File: src/rtl/dbgcsr_pkg.sv
package dbgcsr_pkg;
  typedef enum logic [1:0] {FLD_RO0 = 2'd0, FLD_RO1 = 2'd1, FLD_RW = 2'd2} fld_mode_e;

  typedef struct packed {
    logic       wrEn;
    logic       capEn;
    logic [1:0] wrPrv;
  } csr_strobe_t;

  localparam logic [1:0] PRV_MACHINE = 2'd3;
  localparam logic [2:0] CAUSE_OTHER = 3'd7;

  // bit positions of the four configurable fields, index 0..3
  localparam logic [19:0] CFG_POS = {5'd4, 5'd9, 5'd10, 5'd11};

  function automatic logic [31:0] cfgMask(input logic [7:0] modes, input logic [1:0] want);
    logic [31:0] m;
    m = '0;
    for (int g = 0; g < 4; g++)
      if (modes[2*g +: 2] == want) m[CFG_POS[5*g +: 5]] = 1'b1;
    return m;
  endfunction
endpackage

File: src/rtl/dbg_csr_ctrl.sv
module dbg_csr_ctrl
  import dbgcsr_pkg::*;
#(
  parameter logic [11:0] CSR_ADDR = 12'h7B0,
  parameter bit HAS_SMODE = 1'b1,
  parameter bit HAS_UMODE = 1'b1
) (
  input  logic        csrWe,
  input  logic [11:0] csrAddr,
  input  logic [1:0]  wrPrvRaw,
  input  logic        entryValid,
  output csr_strobe_t strobe
);
  logic unsupported;

  always_comb begin
    unsupported = (wrPrvRaw == 2'd2)
               || (wrPrvRaw == 2'd1 && !HAS_SMODE)
               || (wrPrvRaw == 2'd0 && !HAS_UMODE);
    strobe.wrEn  = csrWe && (csrAddr == CSR_ADDR);
    strobe.capEn = entryValid;
    strobe.wrPrv = unsupported ? PRV_MACHINE : wrPrvRaw;
  end
endmodule

File: src/rtl/dbg_csr_datapath.sv
module dbg_csr_datapath
  import dbgcsr_pkg::*;
#(
  parameter logic [3:0] DEBUG_VER     = 4'd4,
  parameter bit         HAS_VIRT      = 1'b1,
  parameter bit         HAS_SMODE     = 1'b1,
  parameter bit         HAS_UMODE     = 1'b1,
  parameter bit         HAS_CRITERR   = 1'b1,
  parameter bit         HAS_LANDPAD   = 1'b1,
  parameter fld_mode_e  STEPIE_MODE   = FLD_RW,
  parameter fld_mode_e  STOPCNT_MODE  = FLD_RO1,
  parameter fld_mode_e  STOPTIME_MODE = FLD_RO0,
  parameter fld_mode_e  MPRV_MODE     = FLD_RW
) (
  input  logic        clk,
  input  logic        rstN,
  input  csr_strobe_t strobe,
  input  logic [31:0] wdata,
  input  logic [1:0]  entryPrv,
  input  logic        entryVirt,
  input  logic [2:0]  entryCause,
  input  logic [2:0]  entryExtCause,
  input  logic        nmiPending,
  output logic [31:0] value
);
  localparam logic [7:0]  MODES = {MPRV_MODE, STOPTIME_MODE, STOPCNT_MODE, STEPIE_MODE};
  localparam logic [31:0] FIXED_RW = (32'h1 << 15) | (32'h1 << 2)
                                   | (HAS_CRITERR ? (32'h1 << 19) : 32'h0)
                                   | (HAS_LANDPAD ? (32'h1 << 18) : 32'h0)
                                   | (HAS_VIRT    ? (32'h3 << 16) : 32'h0)
                                   | (HAS_SMODE   ? (32'h1 << 13) : 32'h0)
                                   | (HAS_UMODE   ? (32'h1 << 12) : 32'h0);
  localparam logic [31:0] RW_MASK  = FIXED_RW | cfgMask(MODES, FLD_RW);
  localparam logic [31:0] ONE_MASK = cfgMask(MODES, FLD_RO1);

  logic [31:0] ctlQ;
  logic [1:0]  prvQ;
  logic [2:0]  causeQ, extQ;
  logic        vQ;

  always_ff @(posedge clk or negedge rstN) begin
    if (!rstN) begin
      ctlQ   <= '0;
      prvQ   <= PRV_MACHINE;
      causeQ <= '0;
      extQ   <= '0;
    end else begin
      if (strobe.wrEn) ctlQ <= (ctlQ & ~RW_MASK) | (wdata & RW_MASK);
      if (strobe.capEn) begin
        prvQ   <= entryPrv;
        causeQ <= entryCause;
        extQ   <= (entryCause == CAUSE_OTHER) ? entryExtCause : 3'd0;
      end else if (strobe.wrEn) begin
        prvQ <= strobe.wrPrv;
      end
    end
  end

  generate
    if (HAS_VIRT) begin : g_virt
      always_ff @(posedge clk or negedge rstN) begin
        if (!rstN)              vQ <= 1'b0;
        else if (strobe.capEn)  vQ <= entryVirt;
        else if (strobe.wrEn)   vQ <= wdata[5];
      end
    end else begin : g_novirt
      assign vQ = 1'b0;
    end
  endgenerate

  always_comb begin
    value        = (ctlQ & RW_MASK) | ONE_MASK;
    value[31:28] = DEBUG_VER;
    value[26:24] = extQ;
    value[8:6]   = causeQ;
    value[5]     = vQ;
    value[3]     = nmiPending;
    value[1:0]   = prvQ;
  end

  // extended cause only accompanies the "other" cause
  assert_ext_only_other_R5: assert property (@(posedge clk) disable iff (!rstN)
    (extQ != 3'd0) |-> (causeQ == CAUSE_OTHER));
  // capture loads cause on the next edge
  assert_cap_cause_R5: assert property (@(posedge clk) disable iff (!rstN)
    strobe.capEn |=> (causeQ == $past(entryCause)));
  // capture beats a concurrent write on privilege
  assert_cap_wins_R6: assert property (@(posedge clk) disable iff (!rstN)
    (strobe.capEn && strobe.wrEn) |=> (prvQ == $past(entryPrv)));
  // debugger write never leaves the reserved privilege encoding
  assert_prv_legal_R7: assert property (@(posedge clk) disable iff (!rstN)
    (strobe.wrEn && !strobe.capEn) |=> (prvQ != 2'd2));
  // debugger-owned bits hold without a write
  assert_ctl_hold_R3: assert property (@(posedge clk) disable iff (!rstN)
    !strobe.wrEn |=> $stable(ctlQ));
  // captured fields hold without an entry
  assert_cause_hold_R3: assert property (@(posedge clk) disable iff (!rstN)
    !strobe.capEn |=> ($stable(causeQ) && $stable(extQ)));
endmodule

File: src/rtl/dbg_ctl_csr.sv
module dbg_ctl_csr
  import dbgcsr_pkg::*;
#(
  parameter logic [11:0] CSR_ADDR      = 12'h7B0,
  parameter logic [3:0]  DEBUG_VER     = 4'd4,
  parameter bit          HAS_VIRT      = 1'b1,
  parameter bit          HAS_SMODE     = 1'b1,
  parameter bit          HAS_UMODE     = 1'b1,
  parameter bit          HAS_CRITERR   = 1'b1,
  parameter bit          HAS_LANDPAD   = 1'b1,
  parameter fld_mode_e   STEPIE_MODE   = FLD_RW,
  parameter fld_mode_e   STOPCNT_MODE  = FLD_RO1,
  parameter fld_mode_e   STOPTIME_MODE = FLD_RO0,
  parameter fld_mode_e   MPRV_MODE     = FLD_RW
) (
  input  logic        clk,
  input  logic        rstN,
  input  logic        csrWe,
  input  logic [11:0] csrAddr,
  input  logic [31:0] csrWdata,
  input  logic        entryValid,
  input  logic [1:0]  entryPrv,
  input  logic        entryVirt,
  input  logic [2:0]  entryCause,
  input  logic [2:0]  entryExtCause,
  input  logic        nmiPending,
  output logic [31:0] csrValue
);
  csr_strobe_t strobe;

  dbg_csr_ctrl #(
    .CSR_ADDR(CSR_ADDR), .HAS_SMODE(HAS_SMODE), .HAS_UMODE(HAS_UMODE)
  ) u_ctrl (
    .csrWe(csrWe), .csrAddr(csrAddr), .wrPrvRaw(csrWdata[1:0]),
    .entryValid(entryValid), .strobe(strobe)
  );

  dbg_csr_datapath #(
    .DEBUG_VER(DEBUG_VER), .HAS_VIRT(HAS_VIRT), .HAS_SMODE(HAS_SMODE),
    .HAS_UMODE(HAS_UMODE), .HAS_CRITERR(HAS_CRITERR), .HAS_LANDPAD(HAS_LANDPAD),
    .STEPIE_MODE(STEPIE_MODE), .STOPCNT_MODE(STOPCNT_MODE),
    .STOPTIME_MODE(STOPTIME_MODE), .MPRV_MODE(MPRV_MODE)
  ) u_dp (
    .clk(clk), .rstN(rstN), .strobe(strobe), .wdata(csrWdata),
    .entryPrv(entryPrv), .entryVirt(entryVirt), .entryCause(entryCause),
    .entryExtCause(entryExtCause), .nmiPending(nmiPending), .value(csrValue)
  );
endmodule

File: config.mk
export PLATFORM = sky130hd
export DESIGN_NAME = dbg_ctl_csr
export DESIGN_NICKNAME = d
export VERILOG_FILES = /design/src/rtl/dbgcsr_pkg.sv /design/src/rtl/dbg_csr_ctrl.sv /design/src/rtl/dbg_csr_datapath.sv /design/src/rtl/dbg_ctl_csr.sv
export SDC_FILE = /design/constraint.sdc
export NUM_CORES = 1
export LEC_CHECK = 0
export BUFFER_PORTS_ARGS = -buffer_cell sky130_fd_sc_hd__buf_2
export CORE_MARGIN = 4
export CORE_UTILIZATION = 41
export CTS_BUF_LIST = sky130_fd_sc_hd__clkbuf_4
export DETAILED_ROUTE_END_ITERATION = 10
export PLACE_DENSITY = 0.95
export SYNTH_ARGS = -nofsm -noshare
export SYNTH_HDL_FRONTEND = slang
export SYNTH_SLANG_ARGS = --single-unit
File: constraint.sdc
create_clock -name clk -period 2.15 [get_ports clk]
set_clock_uncertainty 0.2 [all_clocks]
set_input_delay 0.3225 -clock clk [delete_from_list [all_inputs] [get_ports clk]]
set_output_delay 0.3225 -clock clk [all_outputs]
set_load 0.05 [all_outputs]
# Word-level counts from Yosys, hierarchy flattened

Index checks and enable logic that the tools add are counted.

Flip-flop bits (word level): 41
Bits of input ports: 58
Output and inout port bits: 32
Logic and storage cells: 17

Equal/unequal tests: 3
Multiplexer cells: 6
Bitwise gates (word level): 1
Reduce and logical (&&, ||, !) cells: 2

Operator list:

| cell                                                                     | count |
|---|---|
| 32-bit by 20-bit bitwise OR with 32-bit output                           | 1 |
| 12-bit by 11-bit equality test with 1-bit output (second input constant) | 1 |
| 2-bit 2-to-1 mux                                                         | 3 |
| 3-bit equality test (second input constant)                              | 1 |
| 3-bit 2-to-1 mux                                                         | 1 |
| 2-bit equality test (second input constant)                              | 1 |
| 1-bit 2-to-1 mux                                                         | 2 |
| 2-bit nonzero test                                                       | 1 |
| 1-bit logical AND                                                        | 1 |

# Longest topological paths before layout

Gate-level depths: netlist of the first run.

Depth after elaboration: 4
Depth in mapped cells: 4
Gate-level depth less buffers: 3

# Hierarchy

Synthesis of the first run repeated with hierarchy kept, for this count alone.

Cell total of the unflattened synthesis: 78
Area, all modules: 927.1 sq um

By module, submodules not included:

| module           | times used | cells an instance | area each (sq um) | sequential area each (sq um) |
|---|---|---|---|---|
| dbg_csr_datapath | 1          | 70                | 863.3             | 478.0 |
| dbg_csr_ctrl     | 1          | 8                 | 63.8              | 0.0 |

# Worst setup path before layout of the first run

OpenSTA, ideal clock, no wires.

Kind: input to register
From: input csrAddr[1]
To: register u_dp.ctlQ[11]
Setup time: 0.125 ns
Data arrival time: 1.717 ns
Data required time: 1.825 ns
Setup slack: 0.107 ns
Cell stages on the path: 4
Path buffers: 1
Cell sequence: or4_4 > nor4_4 > buf_8 > mux2_4

Word-level cells in the longest chain between the ends: 2

Ends and longest elaborated chain:

| element                                          | RTL line               | RTL |
|---|---|---|
| start: declaration                               | dbg_ctl_csr.sv:19      | `input logic [11:0] csrAddr,` |
| 12-bit by 11-bit equality test with 1-bit output | dbg_csr_ctrl.sv:20     | `strobe.wrEn = csrWe && (csrAddr == CSR_ADDR);` |
| 1-bit logical AND                                | dbg_csr_ctrl.sv:20     |  |
| end signal: assignment                           | dbg_csr_datapath.sv:48 | `if (strobe.wrEn) ctlQ <= (ctlQ & ~RW_MASK) \| (wdata & RW_MASK);` |
| end: declaration                                 | dbg_csr_datapath.sv:36 | `logic [31:0] ctlQ;` |

No other way between the ends.
A chain may end at the register's enable or synchronous reset.

# Final worst setup path of the first run

From: input csrAddr[1]
To: register u_dp.ctlQ[4]

Same word-level chain as after synthesis.

==> impl_metrics.yaml, run 1 <==
floorplan:
  die_h_um: 56.9
  io_pins: 90
  dieArea_um2: 3230
  rows: 17
  core_area_um2: 2230
  die_x_um: 56.9
  start_util_pct: 43.8
power:
  leakagePower_nw: 0.701
  p_per_area_nw_per_um2: 600
  total_power_mw: 0.758
  ir_worst_vdd_v: 0.000479
route:
  wire_per_inst_um: 14.2
  drt-initial-drc-count: 19
  final_antenna_net_count: 0
  routed_wl_mm: 2.26
  routed_via_density: 4.71
  firstDrtPassIters: 4
  drc_errors: 0
  via_count: 749
place:
  gp_congestion: 0.684
  dp.final_hpwl_mm: 1.81
  place_inst: 154
  place_area_um2: 1220
  io_buffers: 56
run:
  drv_cap: 0
layout:
  layout_common_cells: "buf_2 (56), dfrtp_1 (17), conb_1 (12)"
  nFillCells: 201
  drive_gt1_share_pct: 59.5
  area_growth_pct: 29.2
  regArea_um2: 478
  mostFrequentLayoutCell: "buf_2"
  final_area_um2: 1260
  multiInputGateArea_um2: 399
  layoutNonFillerInstCount: 159
  n_antenna_cell: 0
  nets: 190
synthesis:
  synth_xor_xnor_area_share_pct: 0
  synth_top_family_by_area: "multiplexers"
  synth_cells: 76
  synth-seq-cells: 19
  yosysUniqueCellTypes: 20
  synth_area_um2: 978
  synth.yosys.seq_area_share_pct: 48.8
  synth-compound-area-share_pct: 2.69
  yosys_warnings: 0
  yosys.area_share.simple_pct: 7.67
  muxShareOfSynthArea_pct: 25.8
  synth-adder-area-share_pct: 0
  avgSynthCellArea_um2: 12.9
clock_network:
  cts-buffers-inserted: 3
  clkTransAtPathRegs_ps: 100
  cts_buffer_depth: 2
  htree_levels: 1
  postCtsSetupRepairBufs: 0
  clk_latency_ps: 290
  cts_resized: 0
  clkSinkCount: 19
  root_buffer: "clkbuf_4"
  cts_tree: "yes"
worst_setup_path:
  critPathArrivalTime_ps: 1810
  worstPathRequired_ps: 2130
  crit_fanout: 13
  cp_cell_sequence: "buf_2 -> or4_4 -> nor4_4 -> buf_12 -> mux2_2"
  critPathKind: "input pin to flop"
  crit_buf_inv: 2
  slowest_stage: "or4_4"
  critPathMaxStageDelay_ps: 540
  path_delay_family: "simple AND/OR/NAND/NOR gates"
  setup.worst_path.start_class: "input pin"
  cp-end-kind: "flop"
global_routing:
  grt_usage_pct: 15.0
  grt_overflow: 0
  antenna_found_initial: 0
  grt_max_degree: 20
  grt_pass1_wl_mm: 3.80
  grt_pass1_vias: 869
worst_hold_path:
  worstHoldPathType: "input pin to flop"
timing:
  clock.fmax_ghz: 0.549
  fin_crit_sh_pct: 84.7
  setup_viol: 0
  hold_viol: 0
  drv_slew: 0
  rsz0062_at_grt: "false"
  fin_crit_ps: 1820
  tns_ps: 0
status:
  outcome: "completed"
## metrics by stage
step,hold WS [ps],worst slack (ps),utilization [%]
after global placement,73.2,34.2,54.8
final,54.3,329,56.6
after CTS,38.3,333,56.6
after floorplan,-173,107,-
after global routing,34.4,296,56.6
after detailed placement,83.5,7.59,54.8
## worst reg2reg max path, stage by stage, from the launching register on
cell and delay [ps]:
dfstp_2 550, mux2i_1 60, mux2i_1 140
## metal layers
| metal | part of all wire, % | up-vias | wire length [µm] | GRT usage, % |
|---|---|---|---|---|
| li1 | - | 341 | - | - |
| met1 | 33 | 361 | 739 | 16.4 |
| met2 | 56 | 45 | 1260 | 28.4 |
| met3 | 11 | 2 | 245 | 4.60 |
| met4 | 0.44 | 0 | 10 | 2.98 |
| met5 | 0 | - | 0 | 0 |
## logic make-up (layout without fill, tap and decap cells)
family | after synthesis | in the layout
AO/OA/AOI/OAI | 4 | 4
buffers and inverters | 20 | 65
flip-flops | 19 | 19
multiplexers | 21 | 21
other | 2 | 12
AND/OR/NAND/NOR | 10 | 10
## flip-flops by register name, indices dropped and copies added, names as in the netlist
signal	flops
u_dp.ctlQ	10
u_dp.causeQ	3
u_dp.extQ	3
u_dp.prvQ	2
u_dp.vQ	1
## final cells by class
type,instances,share of cell area (%)
Timing Repair Buffer,58,24.6
Clock buffer,4,2.38
Multi-Input combinational cell,47,31.6
Inverter,3,0.891
Sequential cell,19,37.8
Tap cell,28,2.77
## path summary, 6_finish.rpt
path / slack, ps / cells after the start / start / end
setup / recovery: 330 / 5 / csrAddr[1] / u_dp.ctlQ[4]
hold / removal: 50 / 2 / csrWdata[11] / u_dp.ctlQ[11]
setup reg to reg: 1130 / 2 / u_dp.prvQ[1] / u_dp.prvQ[1]
hold reg to reg: 320 / 1 / u_dp.ctlQ[16] / u_dp.ctlQ[16]
max in group asynchronous: 1120 / 2 / rstN / u_dp.prvQ[0]
min in group asynchronous: 310 / 2 / rstN / u_dp.vQ
## cell usage after synthesis
library cell	n	area share, %
mux2_4	7	11
nand2_1	4	1.5
nor4_4	1	2.2
buf_4	14	11
buf_8	1	1.5
mux2_2	6	6.9
clkbuf_1	1	0.38
dfrtp_1	17	43
dfstp_2	2	5.4
o22ai_1	3	1.9
o31ai_1	1	0.77
inv_1	3	1.2
nand3_1	1	0.51
nand4b_1	1	0.90
conb_1	2	0.77
nand2b_1	1	0.64
or4_4	1	1.2
buf_1	1	0.38
mux2i_1	8	8.2
nand3b_1	1	0.77
## power breakdown
part,internal [mW],total [mW],leakage [nW],switching [mW]
Clock,0.0848,0.186,0.0184,0.102
Sequential,0.374,0.382,0.249,0.00796
Combinational,0.0522,0.190,0.434,0.138
## timing repair
| item | 4_1_cts | 5_1_grt |
|---|---|---|
| setup endpoints to repair | 0 | 0 |
| hold buffers | 1 | 0 |
| endpoints found under the hold margin | 17 | 0 |
No activity file was read; power rests on OpenSTA's default activity.
==> run 2: changes to the inputs <==
ABC_AREA = 1   (was unset)
CORE_ASPECT_RATIO = 0.5   (was unset)
CORE_UTILIZATION = 34   (was 41)
PLACE_DENSITY = 0.85   (was 0.95)
clock period = 1.6 ns   (was 2.15 ns; I/O delays follow)
==> impl_metrics.yaml, run 2 <==
global_routing:
  grt_usage_pct: 12.7
  grt_overflow: 0
  antenna_found_initial: 0
  grt_pass1_wl_mm: 3.87
  grt_max_degree: 20
  grt_pass1_vias: 901
route:
  wire_per_inst_um: 11.0
  final_antenna_net_count: 0
  drt-initial-drc-count: 79
  drc_errors: 0
  firstDrtPassIters: 4
  routed_wl_mm: 2.55
  routed_via_density: 4.23
  via_count: 978
synthesis:
  yosys.area.top_type: "dfrtp_1"
  yosys_warnings: 0
  yosysMostFrequentCell: "nand2_1"
  synth_cells: 124
  async_reset_ff_share_pct: 100
  avgSynthCellArea_um2: 7.84
  synth_common_cells: "nand2_1 (51), dfrtp_1 (17), buf_4 (15)"
  synth-seq-cells: 19
  yosysUniqueCellTypes: 17
  synth_area_um2: 972
  synthFlopType: "dfrtp_1"
  synth_edf_count: 0
  yosysTopAreaCellShare_pct: 43.8
  synthTopCellsByArea: "dfrtp_1 (44%), nand2_1 (20%), buf_4 (12%), nand3_1 (7.2%), dfstp_2 (5.4%)"
  synth.yosys.seq_area_share_pct: 49.2
clock_network:
  cts_buffer_depth: 2
  hold_buffers: 17
  clkTransAtPathRegs_ps: 110
  cts_resized: 0
  htree_levels: 1
  cts_tree: "yes"
  cts-buffers-inserted: 3
  clk_latency_ps: 300
  clkSinkCount: 19
  postCtsSetupRepairBufs: 0
  root_buffer: "clkbuf_4"
run:
  drv_cap: 0
timing:
  setup_viol: 0
  tns_ps: 0
  clock.fmax_ghz: 0.649
  fin_crit_sh_pct: 96.3
  fin_crit_ps: 1540
  worst_slack_ps: 59.6
  hold_ws_ps: 21.9
  hold_viol: 0
  rsz0062_at_grt: "false"
  drv_slew: 0
place:
  gp_congestion: 0.668
  io_buffers: 56
  place_ws_ps: 176
  place_area_um2: 1210
  dp.final_hpwl_mm: 1.85
status:
  outcome: "completed"
layout:
  mostFrequentLayoutCell: "buf_2"
  largest_register_ff_count: 10
  final_area_um2: 1410
  nFillCells: 254
  n_antenna_cell: 0
  area_growth_pct: 45.0
  regMostFlops: "u_dp.ctlQ"
  nets: 253
  drive_gt1_share_pct: 34.5
  layout_common_cells: "buf_2 (56), nand2_1 (51), dlygate4sd3_1 (17), dfrtp_1 (17), nand3_1 (14)"
  top_regs: "u_dp.ctlQ (10), u_dp.causeQ (3), u_dp.extQ (3)"
power:
  ir_worst_vdd_v: 0.000280
  p_per_area_nw_per_um2: 731
  total_power_mw: 1.03
  leakagePower_nw: 0.864
floorplan:
  rows: 13
  core_area_um2: 2670
  dieArea_um2: 3830
  io_pins: 90
  start_util_pct: 36.4
  die_h_um: 45.8
  die_x_um: 83.6
worst_setup_path:
  setup.worst_path.start_class: "flop"
  critPathArrivalTime_ps: 1100
  path_delay_family: "flip-flops"
  worstPathRequired_ps: 1160
  crit_buf_inv: 1
  critPathMaxStageDelay_ps: 550
  cp_cell_sequence: "buf_2"
  cp-end-kind: "primary output"
  critPathKind: "flop to primary output"
  slowest_stage: "dfstp_2"
  crit_fanout: 2
worst_hold_path:
  worstHoldPathType: "input pin to flop"
## run 2: cell count changes in the layout (fill, tap and decap cells not counted), sizes merged, moves of 3 or more
| cell | change |
|---|---|
| nand2 | +48 |
| dlygate4sd3 | +16 |
| mux2 | -13 |
| nand3 | +13 |
| mux2i | -8 |
| inv | +5 |
| nor2 | +4 |
| o21ai | +4 |
| o22ai | -3 |
## run 2: stage by stage
| stage | utilization, % | std cells |
|---|---|---|
| 3_5_place_dp | 45.5 | 210 |
| 2_1_floorplan | - | 134 |
| 4_1_cts | 52.9 | 231 |
| 3_3_place_gp | 45.5 | 210 |
| 6_report | 52.9 | 231 |
| 5_1_grt | 52.9 | 231 |
## run 2: power by group
part           leakage, nW  switching, mW  internal [mW]
clock network       0.0177          0.145         0.0931
registers            0.251        0.00956          0.502
logic                0.596          0.193         0.0875
## run 2: per-layer routing
metal | GRT usage, % | vias to the layer above | routed length (µm)
met5 | 0 | - | 0
met4 | 5.45 | 0 | 63
met3 | 2.89 | 6 | 179
met2 | 24.8 | 49 | 1340
met1 | 13.9 | 430 | 973
li1 | - | 493 | -
## run 2: kinds of logic (layout without fill, tap and decap cells)
logic type             Yosys count  after routing  share of synthesized area, %
and+or+nand+nor                 72             72                          30.6
AOI/OAI and AO/OA                4              4                          2.06
other                            2             12                         0.772
buffers and inverters           27             87                          17.4
DFF                             19             19                          49.2
## run 2: cell type report
type	instances	area, µm²	area share [%]
clock buffers	3	22.5	1.60
clock inverters	1	5.00	0.355
inverters	8	30.0	2.13
multi-input cells	88	363	25.7
flip-flops and latches	19	478	33.9
well taps	37	46.3	3.28
repair buffers	75	465	33.0
## run 2: path summary, 6_finish.rpt
path                                from  slack [ps]  depth (start not counted)             end
max reg2reg                 u_dp.prvQ[1]         650                          2    u_dp.prvQ[1]
min in group asynchronous           rstN         200                          2   u_dp.ctlQ[15]
max in group asynchronous           rstN         680                          2    u_dp.prvQ[0]
max                         u_dp.prvQ[1]          60                          1     csrValue[1]
min reg2reg                u_dp.ctlQ[16]         280                          2   u_dp.ctlQ[16]
min                           entryValid          20                          3  u_dp.causeQ[0]
